**config.mk**
```make
export PLATFORM = sky130hd
export DESIGN_NAME = irq_ack_unit
export DESIGN_NICKNAME = d
export VERILOG_FILES = /design/src/rtl/irq_ack_pkg.sv /design/src/rtl/irq_req_sampler.sv /design/src/rtl/irq_prio_cmp.sv /design/src/rtl/irq_vec_sel.sv /design/src/rtl/irq_ack_unit.sv
export SDC_FILE = /design/constraint.sdc
export NUM_CORES = 1
export LEC_CHECK = 0
export BUFFER_PORTS_ARGS = -buffer_cell sky130_fd_sc_hd__buf_2
export CAP_MARGIN = 20
export CORE_MARGIN = 5
export CORE_UTILIZATION = 48
export DETAILED_ROUTE_END_ITERATION = 12
export PLACE_DENSITY_LB_ADDON = 0.08
export SETUP_SLACK_MARGIN = 0.3
export SLEW_MARGIN = 20
export SYNTH_ARGS = -nofsm -noshare
export SYNTH_HDL_FRONTEND = slang
export SYNTH_SLANG_ARGS = --single-unit
```
**constraint.sdc**
```tcl
create_clock -name clk -period 2.19 [get_ports clk]
set_clock_uncertainty 0.05 [all_clocks]
set_input_delay 0.1095 -clock clk [delete_from_list [all_inputs] [get_ports clk]]
set_output_delay 0.1095 -clock clk [all_outputs]
set_load 0.02 [all_outputs]
```
**src/rtl/irq_ack_pkg.sv**
```systemverilog
package irq_ack_pkg;
    localparam int LVL_W = 3;
    localparam int VEC_W = 8;
    localparam int SR_W  = 16;

    localparam int SR_T_BIT = 15;
    localparam int SR_S_BIT = 13;
    localparam int SR_M_LSB = 8;

    localparam logic [LVL_W-1:0] LVL_MAX       = {LVL_W{1'b1}};
    localparam logic [VEC_W-1:0] VEC_SPURIOUS  = 8'd24;
    localparam logic [VEC_W-1:0] VEC_AUTO_BASE = 8'd24;
    localparam logic [SR_W-1:0]  SR_RESET      = 16'h2700;

    typedef enum logic {ST_IDLE, ST_ACK} ack_st_e;

    typedef struct packed {
        ack_st_e          st;
        logic [SR_W-1:0]  sr;
        logic [SR_W-1:0]  saved;
        logic [LVL_W-1:0] lvl;
        logic             vv;
        logic [VEC_W-1:0] vec;
    } ack_state_t;
endpackage

```
**src/rtl/irq_req_sampler.sv**
```systemverilog
module irq_req_sampler
    import irq_ack_pkg::*;
(
    input  logic             clk,
    input  logic             rst_n,
    input  logic [LVL_W-1:0] irq_i,
    input  logic             nmi_take_i,
    output logic [LVL_W-1:0] pend_o,
    output logic             nmi_arm_o
);
    logic [LVL_W-1:0] pend_d, pend_q;
    logic             arm_d, arm_q;

    always_comb begin
        pend_d = irq_i;
        if (irq_i != LVL_MAX)
            arm_d = 1'b0;
        else if (pend_q != LVL_MAX)
            arm_d = 1'b1;
        else if (nmi_take_i)
            arm_d = 1'b0;
        else
            arm_d = arm_q;
    end

    always_ff @(posedge clk) begin
        if (!rst_n) begin
            pend_q <= '0;
            arm_q  <= 1'b0;
        end else begin
            pend_q <= pend_d;
            arm_q  <= arm_d;
        end
    end

    assign pend_o    = pend_q;
    assign nmi_arm_o = arm_q;
endmodule

```
**src/rtl/irq_prio_cmp.sv**
```systemverilog
module irq_prio_cmp
    import irq_ack_pkg::*;
(
    input  logic [LVL_W-1:0] pend_i,
    input  logic [LVL_W-1:0] mask_i,
    input  logic             nmi_arm_i,
    output logic             win_o,
    output logic             nmi_o
);
    always_comb begin
        nmi_o = (pend_i == LVL_MAX);
        win_o = (pend_i != '0) && ((pend_i > mask_i) || (nmi_o && nmi_arm_i));
    end
endmodule

```
**src/rtl/irq_vec_sel.sv**
```systemverilog
module irq_vec_sel
    import irq_ack_pkg::*;
(
    input  logic [LVL_W-1:0] lvl_i,
    input  logic             dtack_i,
    input  logic             avec_i,
    input  logic             berr_i,
    input  logic [VEC_W-1:0] data_i,
    output logic             done_o,
    output logic [VEC_W-1:0] vec_o
);
    localparam int PAD_W = VEC_W - LVL_W;

    always_comb begin
        done_o = dtack_i | avec_i | berr_i;
        if (berr_i)
            vec_o = VEC_SPURIOUS;
        else if (avec_i)
            vec_o = VEC_AUTO_BASE + {{PAD_W{1'b0}}, lvl_i};
        else
            vec_o = data_i;
    end
endmodule

```
**src/rtl/irq_ack_unit.sv**
```systemverilog
module irq_ack_unit
    import irq_ack_pkg::*;
(
    input  logic             clk,
    input  logic             rst_n,
    input  logic [LVL_W-1:0] irq_lvl_i,
    input  logic             insn_boundary_i,
    input  logic             sr_wr_i,
    input  logic [SR_W-1:0]  sr_wdata_i,
    input  logic             dtack_i,
    input  logic             avec_i,
    input  logic             berr_i,
    input  logic [VEC_W-1:0] data_i,
    output logic [SR_W-1:0]  sr_o,
    output logic [SR_W-1:0]  sr_saved_o,
    output logic             iack_o,
    output logic [LVL_W-1:0] ack_lvl_o,
    output logic             vec_valid_o,
    output logic [VEC_W-1:0] vec_num_o
);
    ack_state_t       s_d, s_q;
    logic [LVL_W-1:0] pend;
    logic             nmi_arm, win, is_nmi, accept, done;
    logic [VEC_W-1:0] vec_sel;

    irq_req_sampler u_samp (
        .clk        (clk),
        .rst_n      (rst_n),
        .irq_i      (irq_lvl_i),
        .nmi_take_i (accept && is_nmi),
        .pend_o     (pend),
        .nmi_arm_o  (nmi_arm)
    );

    irq_prio_cmp u_cmp (
        .pend_i    (pend),
        .mask_i    (s_q.sr[SR_M_LSB +: LVL_W]),
        .nmi_arm_i (nmi_arm),
        .win_o     (win),
        .nmi_o     (is_nmi)
    );

    irq_vec_sel u_vec (
        .lvl_i   (s_q.lvl),
        .dtack_i (dtack_i),
        .avec_i  (avec_i),
        .berr_i  (berr_i),
        .data_i  (data_i),
        .done_o  (done),
        .vec_o   (vec_sel)
    );

    always_comb begin
        s_d    = s_q;
        s_d.vv = 1'b0;
        accept = (s_q.st == ST_IDLE) && insn_boundary_i && win;
        if (accept) begin
            s_d.saved                     = s_q.sr;
            s_d.sr[SR_T_BIT]              = 1'b0;
            s_d.sr[SR_S_BIT]              = 1'b1;
            s_d.sr[SR_M_LSB +: LVL_W]     = pend;
            s_d.lvl                       = pend;
            s_d.st                        = ST_ACK;
        end else if (sr_wr_i) begin
            s_d.sr = sr_wdata_i;
        end
        if (s_q.st == ST_ACK && done) begin
            s_d.vv  = 1'b1;
            s_d.vec = vec_sel;
            s_d.st  = ST_IDLE;
        end
    end

    always_ff @(posedge clk) begin
        if (!rst_n) begin
            s_q.st    <= ST_IDLE;
            s_q.sr    <= SR_RESET;
            s_q.saved <= '0;
            s_q.lvl   <= '0;
            s_q.vv    <= 1'b0;
            s_q.vec   <= '0;
        end else begin
            s_q <= s_d;
        end
    end

    assign sr_o        = s_q.sr;
    assign sr_saved_o  = s_q.saved;
    assign iack_o      = (s_q.st == ST_ACK);
    assign ack_lvl_o   = s_q.lvl;
    assign vec_valid_o = s_q.vv;
    assign vec_num_o   = s_q.vec;
endmodule


```
==> key figures, run 1 <==
Critical path
  – Worst R2R Path Depth: 6
  – CP Data Arrival Time: 1.99 ns
  – Worst endpoint required time: 2.32 ns
  – Crit path to: sr_saved_o[7]$_SDFFE_PN0P_
  – Worst reg2reg path startpoint: u_samp.pend_o[1]$_SDFF_PN0_
  – RR Endpoint: sr_saved_o[7]$_SDFFE_PN0P_
  – Critical path class: flip-flop to flip-flop
  – Critical Path Start: u_samp.pend_o[1]$_SDFF_PN0_
  – Crit start category: flip-flop
  – Worst Setup End Kind: flip-flop
  – Worst reg2reg setup slack: 0.32 ns
  – Worst-path fanout max: 24

STA
  – RSZ-0062 raised after global routing: false
  – Relative slew slack: 50.5%
  – Fin. Hold Viols: 0
  – Final Setup Violations: 0
  – Period utilization: 85.2%
  – Fmax: 536 MHz
  – Final Max Tran Viols: 0
  – Worst-margin pin slew: 0.741 ns
  – Final min period: 1.87 ns
  – Setup tns final: 0 ns
  – WHS: 0.0113 ns

Power
  – Internal power: 1450 uW
  – Leakage power: 0.00136 uW
  – Comb power frac: 19.8%
  – Net Sw Frac: 27.7%
  – Seq pwr share: 47.5%
  – Cell Pwr Density: 669 nW/um2
  – Peak supply drop: 0.000495 V
  – Clock Power Share: 32.7%
  – Final Power: 2010 uW
  – NetSw: 557 uW

Die
  – Boundary pin count: 79
  – Die ar.: 5530 um2
  – Vert. Die Dim: 74.4 um
  – Num rows: 23
  – Die W: 74.4 um
  – Starting Density: 49.7%
  – CORE AREA: 4000 um2

Routing
  – Drt total wl: 6150 um
  – Total number of vias: 2032
  – WL/cell: 16.4 um
  – Via density: 5.40
  – Drt first pass iters: 4
  – Remaining antenna violation count: 0
  – Residual DRC: 0
  – Drt initial violations: 143

Synth
  – Cells after Synth: 220
  – Net Count, Synth: 257
  – Yosys Warn Count: 0
  – Yosys cell types: 30
  – Part of the Yosys area used for sequential elements: 49.3%
  – Synth Cell Area: 1990 um2
  – Flops & latches, synth: 49
  – Syn avg cell area: 9.04 um2

Clock network
  – Max Root-Sink Buffers: 2
  – # clock sinks: 49
  – Clk slew on worst S/H paths: 0.09 ns
  – H-tree Lvls: 2
  – Root Buffer: clkbuf_8
  – CTS tree: done
  – Worst-skew pair later-pin latency: 0.31 ns
  – TritonCTS buffer count: 5

Layout
  – N_diodes: 0
  – Layout cells sized above 1: 39.3%
  – Synth-to-layout area growth: 50.8%
  – Nets@finish: 362

Global route
  – GR Util met1: 27.6%
  – Total track usage: 20.9%
  – Initial antenna violation count: 0
  – Largest net degree at the start of global routing: 25
  – Met3 track demand over resource: 5.54%
  – Busiest metal layer after global routing: met2
  – Vias in the first global route: 1891
  – First-pass GRT wire length: 9010 um
  – Gr ovfl total: 0
  – Met2 GRT Util: 32.6%

Run
  – Max Cap Viol: 0

Placed design
  – I/O Buffers: 78
  – GP Congestion: 0.775
  – DP HPWL: 3590 um

Hold path
  – Hold crit path type: input pin to flip-flop

Run status
  – Status: completed
## placed cells by master, fill, tap and decap left out, types with 2 or more instances in the layout
| cell | count |
|---|---|
| nand3_1 | 21 |
| a21oi_1 | 18 |
| clkbuf_8 | 5 |
| buf_6 | 2 |
| buf_2 | 78 |
| dfxtp_4 | 2 |
| nor2_1 | 3 |
| a21oi_2 | 3 |
| buf_8 | 3 |
| buf_4 | 9 |
| inv_1 | 4 |
| nor3_1 | 6 |
| dfxtp_1 | 44 |
| dfxtp_2 | 3 |
| a221oi_1 | 3 |
| o21ai_0 | 17 |
| o21ai_1 | 7 |
| mux2i_1 | 13 |
| clkbuf_16 | 3 |
| dlygate4sd3_1 | 18 |
| and2_1 | 3 |
| o211ai_1 | 3 |
| inv_2 | 2 |
| nand2_1 | 25 |
| mux2_2 | 3 |
| nor3_2 | 2 |
| a22o_1 | 6 |
| ha_4 | 3 |
## state kept, by name (all words and copies together), names as in the netlist
signal,count
u_samp.pend_o,3
ack_lvl_o,3
u_samp.nmi_arm_o,1
iack_o,1
vec_valid_o,1
vec_num_o,8
sr_saved_o,16
sr_o,16
## cell usage after synthesis, drive strengths merged
cell      n  area share, %
a22o      6            2.6
a41oi     1           0.44
nor2b     1           0.31
dfxtp    49             49
nand2    25            4.7
o211ai    3            1.1
a21oi    21            5.5
a221oi    3            1.3
nor2      4           0.75
o31ai     1           0.38
inv       6            1.1
a2111o    1           0.57
buf       3           0.88
ha        3            1.9
a21boi    1           0.38
mux2      3            1.7
and2      3           0.94
o211a     1           0.50
nand4     1           0.63
and3      1           0.31
o21a      1           0.38
or3       1           0.31
clkbuf   14            2.6
nor3      8            2.0
o21ai    24            6.0
mux2i    13            6.5
nand3    21            5.3
a2111oi   1            1.4
## routing by layer
layer / part of all wire [%] / wire (um) / up-vias
li1: - / - / 993
met1: 41 / 2550 / 946
met2: 48 / 2940 / 80
met3: 8.3 / 508 / 13
met4: 2.6 / 157 / 0
met5: 0 / 0 / -
## per-stage QoR
step / area (um2) / utilization [%] / cells / setup slack, ns
final: 3000 / 75.0 / 376 / 0.324
after global routing: 3000 / 75.0 / 376 / 0.255
after CTS: 2810 / 70.3 / 369 / 0.267
after detailed placement: 2460 / 61.4 / 340 / 0.120
after global placement: 2460 / 61.4 / 340 / 0.171
after floorplan: 2030 / - / 220 / 0.297
## kinds of logic (layout without fill, tap and decap cells)
group,count (synthesis),in the layout,share of synthesized area [%]
AOI/OAI and AO/OA,64,64,20.6
adders and majority gates,3,3,1.89
buffers and inverters,23,129,4.65
DFF,49,49,49.3
muxes,16,16,8.24
and+or+nand+nor,65,65,15.3
## worst max-delay path: stages (launching register included)
cell,delay (ns)
dfxtp_2,0.41
ha_4,0.22
and3_4,0.19
a2111o_1,0.40
buf_8,0.18
o21ai_1,0.18
a21oi_2,0.08
## worst min path at each step
stage          startpoint                        end  cells past startpoint
6_report        data_i[3]  vec_num_o[3]$_SDFFE_PN0P_                      3
5_1_grt         data_i[4]  vec_num_o[4]$_SDFFE_PN0P_                      3
4_1_cts         data_i[3]  vec_num_o[3]$_SDFFE_PN0P_                      3
3_5_place_dp    data_i[5]  vec_num_o[5]$_SDFFE_PN0P_                      2
3_3_place_gp    data_i[5]  vec_num_o[5]$_SDFFE_PN0P_                      2
2_1_floorplan   data_i[5]  vec_num_o[5]$_SDFFE_PN0P_                      1
## layout make-up
| class | count | area (um2) |
|---|---|---|
| sequential | 49 | 992 |
| inverter | 6 | 22.5 |
| fill | 285 | 1000 |
| timing repair buffer | 115 | 812 |
| tap | 50 | 62.6 |
| multi-input combinational | 148 | 998 |
| clock buffer | 5 | 68.8 |
| clock inverter | 3 | 43.8 |
## power groups by stage
stage	Sequential [uW]	Clock, uW	Combinational (uW)
floorplan	1000	0	146
global placement	968	0	282
detailed placement	968	0	284
CTS	948	666	331
global route	958	706	428
finish	953	656	398
## what timing repair did
action,4_1_cts,5_1_grt
gates resized for setup,8,27
buffers inserted,2,1
hold buffers,18,0
cloned,1,6
setup endpoints to repair,34,35
endpoints found under the hold margin,19,0
pin swaps,2,5
Power figures use the tool's default switching activity.
==> run 2: changes to the inputs <==
--- a/config.mk
+++ b/config.mk
@@ -10,6 +10,7 @@
 export CORE_MARGIN = 5
 export CORE_UTILIZATION = 48
 export DETAILED_ROUTE_END_ITERATION = 12
+export GPL_TIMING_DRIVEN = 0
 export PLACE_DENSITY_LB_ADDON = 0.08
 export SETUP_SLACK_MARGIN = 0.3
 export SLEW_MARGIN = 20
==> run 2 against run 1 <==
Die area unchanged. Maximum frequency decreased by 2.6%. Non-clock buffer count increased by 8.
==> key figures, run 2 (synthesized netlist as in run 1, its figures left out) <==
Global route
  – Largest net degree at the start of global routing: 15 (-40%)
  – First-pass GRT wire length: 9200 um (+2.1%)
  – Total track usage: 21.1% (+0.21 points)
  – Initial antenna violation count: 0 (unchanged)
  – Gr ovfl total: 0 (unchanged)
  – Vias in the first global route: 2027 (+7.2%)

Die
  – Die ar.: 5530 um2 (unchanged)
  – Starting Density: 49.7% (unchanged)
  – CORE AREA: 4000 um2 (unchanged)
  – Die W: 74.4 um (unchanged)
  – Vert. Die Dim: 74.4 um (unchanged)
  – Boundary pin count: 79 (unchanged)
  – Num rows: 23 (unchanged)

STA
  – Worst setup margin: 0.275 ns (-0.0490 ns)
  – Period utilization: 87.4% (+2.2 points)
  – Fin. Hold Viols: 0 (unchanged)
  – Relative slew slack: 62.4% (+12 points)
  – RSZ-0062 raised after global routing: true
  – Fmax: 522 MHz (-2.6%)
  – Worst-margin pin slew: 0.564 ns (-0.177 ns)
  – Setup tns final: 0 ns (unchanged)
  – Final min period: 1.91 ns (+0.0490 ns)
  – Final Max Tran Viols: 0 (unchanged)
  – Final Setup Violations: 0 (unchanged)

Critical path
  – Top delay family on crit path: compound AO/OA/AOI/OAI gates
  – Slowest-stage cell, CP: a2111o_2
  – Slowest stage delay, CP: 0.53 ns (+0.12 ns)
  – Cell Chain, Critical Path: inv_4, ha_4, and3_4, a2111o_2, buf_6, nor3_4, o21ai_1
  – Worst reg2reg path startpoint: sr_o[9]$_SDFFE_PN1P_
  – Worst endpoint required time: 2.31 ns (about the same)
  – RR Endpoint: sr_o[9]$_SDFFE_PN1P_
  – Worst reg2reg setup slack: 0.28 ns (-0.05 ns)
  – Critical path class: flip-flop to flip-flop
  – Worst Setup End Kind: flip-flop
  – Worst path buffer plus inverter count: 2 (+1)
  – CP Data Arrival Time: 2.03 ns (+0.04 ns)
  – Levels on crit path: 7 (+1)
  – Worst-path fanout max: 5 (-79%)
  – Worst R2R Path Depth: 7 (+1)
  – Crit path to: sr_o[9]$_SDFFE_PN1P_
  – Critical Path Start: sr_o[9]$_SDFFE_PN1P_
  – Crit start category: flip-flop

Layout
  – Synth-to-layout area growth: 55.2%
  – N_diodes: 0 (unchanged)
  – Final Instance Area: 3090 um2 (+2.9%)
  – Layout cells sized above 1: 47.7% (+8.5 points)
  – Nets@finish: 370 (+2.2%)
  – Leading cell types in the layout, fill and taps excluded: 77 x buf_2, 43 x dfxtp_1, 25 x nand2_1
  – Finished Core Util: 77.2% (+2.2 points)
  – Leading cell type in the layout, fill and taps excluded: buf_2
  – Fillers: 287 (+0.70%)

Clock network
  – TritonCTS buffer count: 5 (unchanged)
  – H-tree Lvls: 2 (unchanged)
  – CTS tree: done
  – # clock sinks: 49 (unchanged)
  – Root Buffer: clkbuf_8
  – Clk slew on worst S/H paths: 0.09 ns (about the same)
  – Worst-skew pair later-pin latency: 0.30 ns (about the same)
  – Max Root-Sink Buffers: 2 (unchanged)

Placed design
  – DP HPWL: 3810 um (+6.3%)
  – Place WS: 0.0577 ns (-0.0623 ns)
  – Area after DPL: 2470 um2 (+0.51%)
  – GP Congestion: 0.793 (+2.4%)
  – I/O Buffers: 76 (-2.6%)

Run status
  – Status: completed

Routing
  – Remaining antenna violation count: 0 (unchanged)
  – Drt initial violations: 131 (-8.4%)
  – Drt total wl: 6190 um (+0.62%)
  – Via density: 5.44 (+0.68%)
  – WL/cell: 16.2 um (-1.2%)
  – Residual DRC: 0 (unchanged)
  – Total number of vias: 2084 (+2.6%)
  – Drt first pass iters: 4 (unchanged)

Power
  – Cell Pwr Density: 633 nW/um2 (-5.3%)
  – Leakage power: 0.00137 uW (+0.68%)
  – Peak supply drop: 0.000504 V (+1.9%)

Hold path
  – Hold crit path type: input pin to flip-flop

Run
  – Max Cap Viol: 0 (unchanged)
run 2: changes by cell type in the layout (fill, tap and decap cells not counted), sizes merged:
cell,before,now
clkbuf,8,16
buf,93,100
inv,7,6
dlygate4sd3,18,12
bufinv,1,0
run 2: timing repair:
| action | in CTS | in global routing |
|---|---|---|
| pin swaps | 16 | 16 |
| endpoints found under the hold margin | 12 | 0 |
| hold buffers | 12 | 0 |
| gates cloned | 3 | 2 |
| gates resized for setup | 61 | 40 |
| endpoints found under the setup margin | 35 | 34 |
| setup buffers | 9 | 4 |
run 2: worst min-delay path, stage by stage:
cell and delay, ns:
buf_2 0.10, nand2_1 0.05, mux2i_1 0.05
run 2: final cells by class:
class | count | area, um2 | share of cell area [%]
inverters | 6 | 27.5 | 0.892
repair buffers | 106 | 659 | 21.4
clock inverters | 1 | 5.00 | 0.162
clock buffers | 6 | 93.8 | 3.04
well taps | 50 | 62.6 | 2.03
multi-input cells | 148 | 1120 | 36.2
flip-flops and latches | 49 | 1000 | 32.4
plain buffers | 17 | 120 | 3.89
run 2: where the power goes:
group / switching [uW] / internal (uW)
registers: 28.4 / 923
clock network: 292 / 286
logic: 239 / 186
run 2: stage by stage:
step	power [uW]	hold WS [ns]	cells
6_report	1950	0.00599	383
5_1_grt	2040	0.0152	383
4_1_cts	1890	0.00235	377
3_5_place_dp	1250	0.275	346
3_3_place_gp	1250	0.275	346
2_1_floorplan	1150	0.185	220
run 2: metal layers:
layer | vias up | routed length (um) | global-route usage, %
li1 | 1014 | - | -
met1 | 989 | 2520 | 25.7
met2 | 71 | 3180 | 37.1
met3 | 10 | 407 | 5.54
met4 | 0 | 85 | 4.94
met5 | - | 0 | 0
run 2: worst min path at each step:
stage / cells after the start / start / slack, ns / endpoint
global route: 3 / sr_wdata_i[4] / 0.02 / sr_o[4]$_SDFFE_PN0P_
finish: 3 / sr_wdata_i[5] / 0.006 / sr_o[5]$_SDFFE_PN0P_
floorplan: 1 / data_i[5] / 0.19 / vec_num_o[5]$_SDFFE_PN0P_
CTS: 3 / sr_wdata_i[5] / 0.002 / sr_o[5]$_SDFFE_PN0P_
global placement: 2 / data_i[7] / 0.27 / vec_num_o[7]$_SDFFE_PN0P_
detailed placement: 2 / data_i[7] / 0.28 / vec_num_o[7]$_SDFFE_PN0P_
==> run 3: changes to the inputs <==
--- a/config.mk
+++ b/config.mk
@@ -8,7 +8,7 @@
 export BUFFER_PORTS_ARGS = -buffer_cell sky130_fd_sc_hd__buf_2
 export CAP_MARGIN = 20
 export CORE_MARGIN = 5
-export CORE_UTILIZATION = 48
+export CORE_UTILIZATION = 34
 export DETAILED_ROUTE_END_ITERATION = 12
 export GPL_TIMING_DRIVEN = 0
 export PLACE_DENSITY_LB_ADDON = 0.08
==> run 3 against run 2 <==
Routed wire length grew 2.9%. Design area increased by 1.3%. Sequential share of layout area fell by 0.43 points. Non-clock buffer count increased by 5. Clock-buffer cell count fell by 1. Sequential power barely moved. Power increased by 4.2%. Critical endpoint is now sr_o[10]$_SDFFE_PN1P_. Highest routed layer unchanged.
==> key figures, run 3 (synthesized netlist as in run 1, its figures left out) <==
Run status
  – Status: completed

Layout
  – Leading cell types in the layout, fill and taps excluded: 77 x buf_2, 43 x dfxtp_1, 24 x nand2_1
  – Nets@finish: 375 (+1.4%)
  – Finished Core Util: 55.8% (-21 points)
  – Layout cells sized above 1: 43.7% (-4.1 points)
  – N_diodes: 0 (unchanged)
  – Synth-to-layout area growth: 57.2%
  – Leading cell type in the layout, fill and taps excluded: buf_2

STA
  – Final Max Tran Viols: 0 (unchanged)
  – Final min period: 1.91 ns (-0.00510 ns)
  – Fmax: 524 MHz (+0.27%)
  – Fin. Hold Viols: 0 (unchanged)
  – Setup tns final: 0 ns (unchanged)
  – Relative slew slack: 59.8% (-2.6 points)
  – Final Setup Violations: 0 (unchanged)
  – Period utilization: 87.2% (-0.23 points)
  – RSZ-0062 raised after global routing: true
  – Worst-margin pin slew: 0.603 ns (+0.0388 ns)

Clock network
  – Max Root-Sink Buffers: 2 (unchanged)
  – CTS tree: done
  – # clock sinks: 49 (unchanged)
  – H-tree Lvls: 2 (unchanged)
  – TritonCTS buffer count: 5 (unchanged)
  – Worst-skew pair later-pin latency: 0.30 ns (about the same)
  – Clk slew on worst S/H paths: 0.09 ns (about the same)
  – Root Buffer: clkbuf_8

Global route
  – Initial antenna violation count: 0 (unchanged)
  – Gr ovfl total: 0 (unchanged)
  – First-pass GRT wire length: 9730 um (+5.8%)
  – Largest net degree at the start of global routing: 17 (+2)
  – Vias in the first global route: 1984 (-2.1%)
  – Total track usage: 16.5% (-4.6 points)

Critical path
  – Worst endpoint required time: 2.30 ns (about the same)
  – Worst reg2reg path startpoint: sr_o[10]$_SDFFE_PN1P_
  – Critical path class: flip-flop to flip-flop
  – Worst Setup End Kind: flip-flop
  – Critical Path Start: sr_o[10]$_SDFFE_PN1P_
  – Worst-path fanout max: 6 (+1)
  – CP Data Arrival Time: 2.02 ns (about the same)
  – Crit start category: flip-flop
  – Worst reg2reg setup slack: 0.28 ns (about the same)

Power
  – Internal power: 1460 uW (+4.6%)
  – Final Power: 2040 uW (+4.2%)
  – Net Sw Frac: 28.4% (-0.23 points)
  – Clock Power Share: 32.6% (+3.0 points)
  – Seq pwr share: 46.7% (-2.0 points)
  – Cell Pwr Density: 651 nW/um2 (+2.8%)
  – NetSw: 579 uW (+3.4%)
  – Peak supply drop: 0.000416 V (-18%)
  – Leakage power: 0.00139 uW (+1.6%)
  – Comb power frac: 20.7% (-1.0 points)

Routing
  – WL/cell: 15.5 um (-4.1%)
  – Remaining antenna violation count: 0 (unchanged)
  – Total number of vias: 2016 (-3.3%)
  – Residual DRC: 0 (unchanged)
  – Drt first pass iters: 4 (unchanged)
  – Drt total wl: 6370 um (+2.9%)
  – Drt initial violations: 102 (-22%)
  – Via density: 4.91 (-9.9%)

Placed design
  – DP HPWL: 4130 um (+8.3%)
  – I/O Buffers: 76 (unchanged)
  – GP Congestion: 0.739 (-6.9%)

Hold path
  – Hold crit path type: input pin to flip-flop
  – HP Start: data_i[3]

Run
  – Max Cap Viol: 0 (unchanged)

Die
  – Num rows: 27 (+17%)
  – Die W: 86.5 um (+16%)
  – Boundary pin count: 79 (unchanged)
  – CORE AREA: 5610 um2 (+40%)
  – Starting Density: 35.5% (-14 points)
  – Die ar.: 7480 um2 (+35%)
  – Vert. Die Dim: 86.5 um (+16%)
[run 3: layout make-up]
cell class | count | area [um2]
Timing Repair Buffer | 111 | 726
Clock inverter | 3 | 43.8
Fill cell | 550 | 2480
Sequential cell | 49 | 1000
Clock buffer | 5 | 68.8
Tap cell | 72 | 90.1
Inverter | 6 | 30.0
Buffer | 17 | 123
Multi-Input combinational cell | 148 | 1050
[run 3: per-layer routing]
metal	part of all wire [%]	track usage [%]
met3	5.1	3.99
met5	0	0
met2	48	27.8
met1	46	20.9
met4	1.1	4.67
[run 3: worst paths after layout]
check | to | cells after the start
max | sr_o[10]$_SDFFE_PN1P_ | 7
min | vec_num_o[3]$_SDFFE_PN0P_ | 3
max reg2reg | sr_o[10]$_SDFFE_PN1P_ | 7
min reg2reg | vec_num_o[3]$_SDFFE_PN0P_ | 2
[run 3: metrics by stage]
step | worst slack, ns | instances | area [um2] | hold WS (ns)
detailed placement | 0.00572 | 368 | 2500 | 0.273
floorplan | 0.297 | 220 | 2030 | 0.185
finish | 0.280 | 411 | 3130 | 0.0149
global route | 0.194 | 411 | 3130 | 0.0193
CTS | 0.235 | 404 | 2950 | 0.0106
global placement | 0.0320 | 368 | 2500 | 0.270
[run 3: repair_timing]
item,in CTS,in global routing
hold buffers,18,0
resized for setup,32,55
endpoints found under the hold margin,19,0
gates cloned,2,3
buffers inserted,8,4
setup endpoints to repair,36,32
pin swaps,9,17
[run 3: worst max-delay path: stages, from the launching register on]
cell      delay, ns
dfxtp_4        0.37
inv_4          0.04
ha_4           0.22
and3_4         0.18
a2111o_2       0.54
buf_6          0.17
nor3_2         0.11
o21ai_0        0.10
[run 3: power groups by stage]
stage	combinational, uW	clock, uW	sequential, uW
final	422	665	951
after global routing	454	719	956
after CTS	359	680	949
after detailed placement	288	0	972
after global placement	286	0	973
after floorplan	146	0	1000
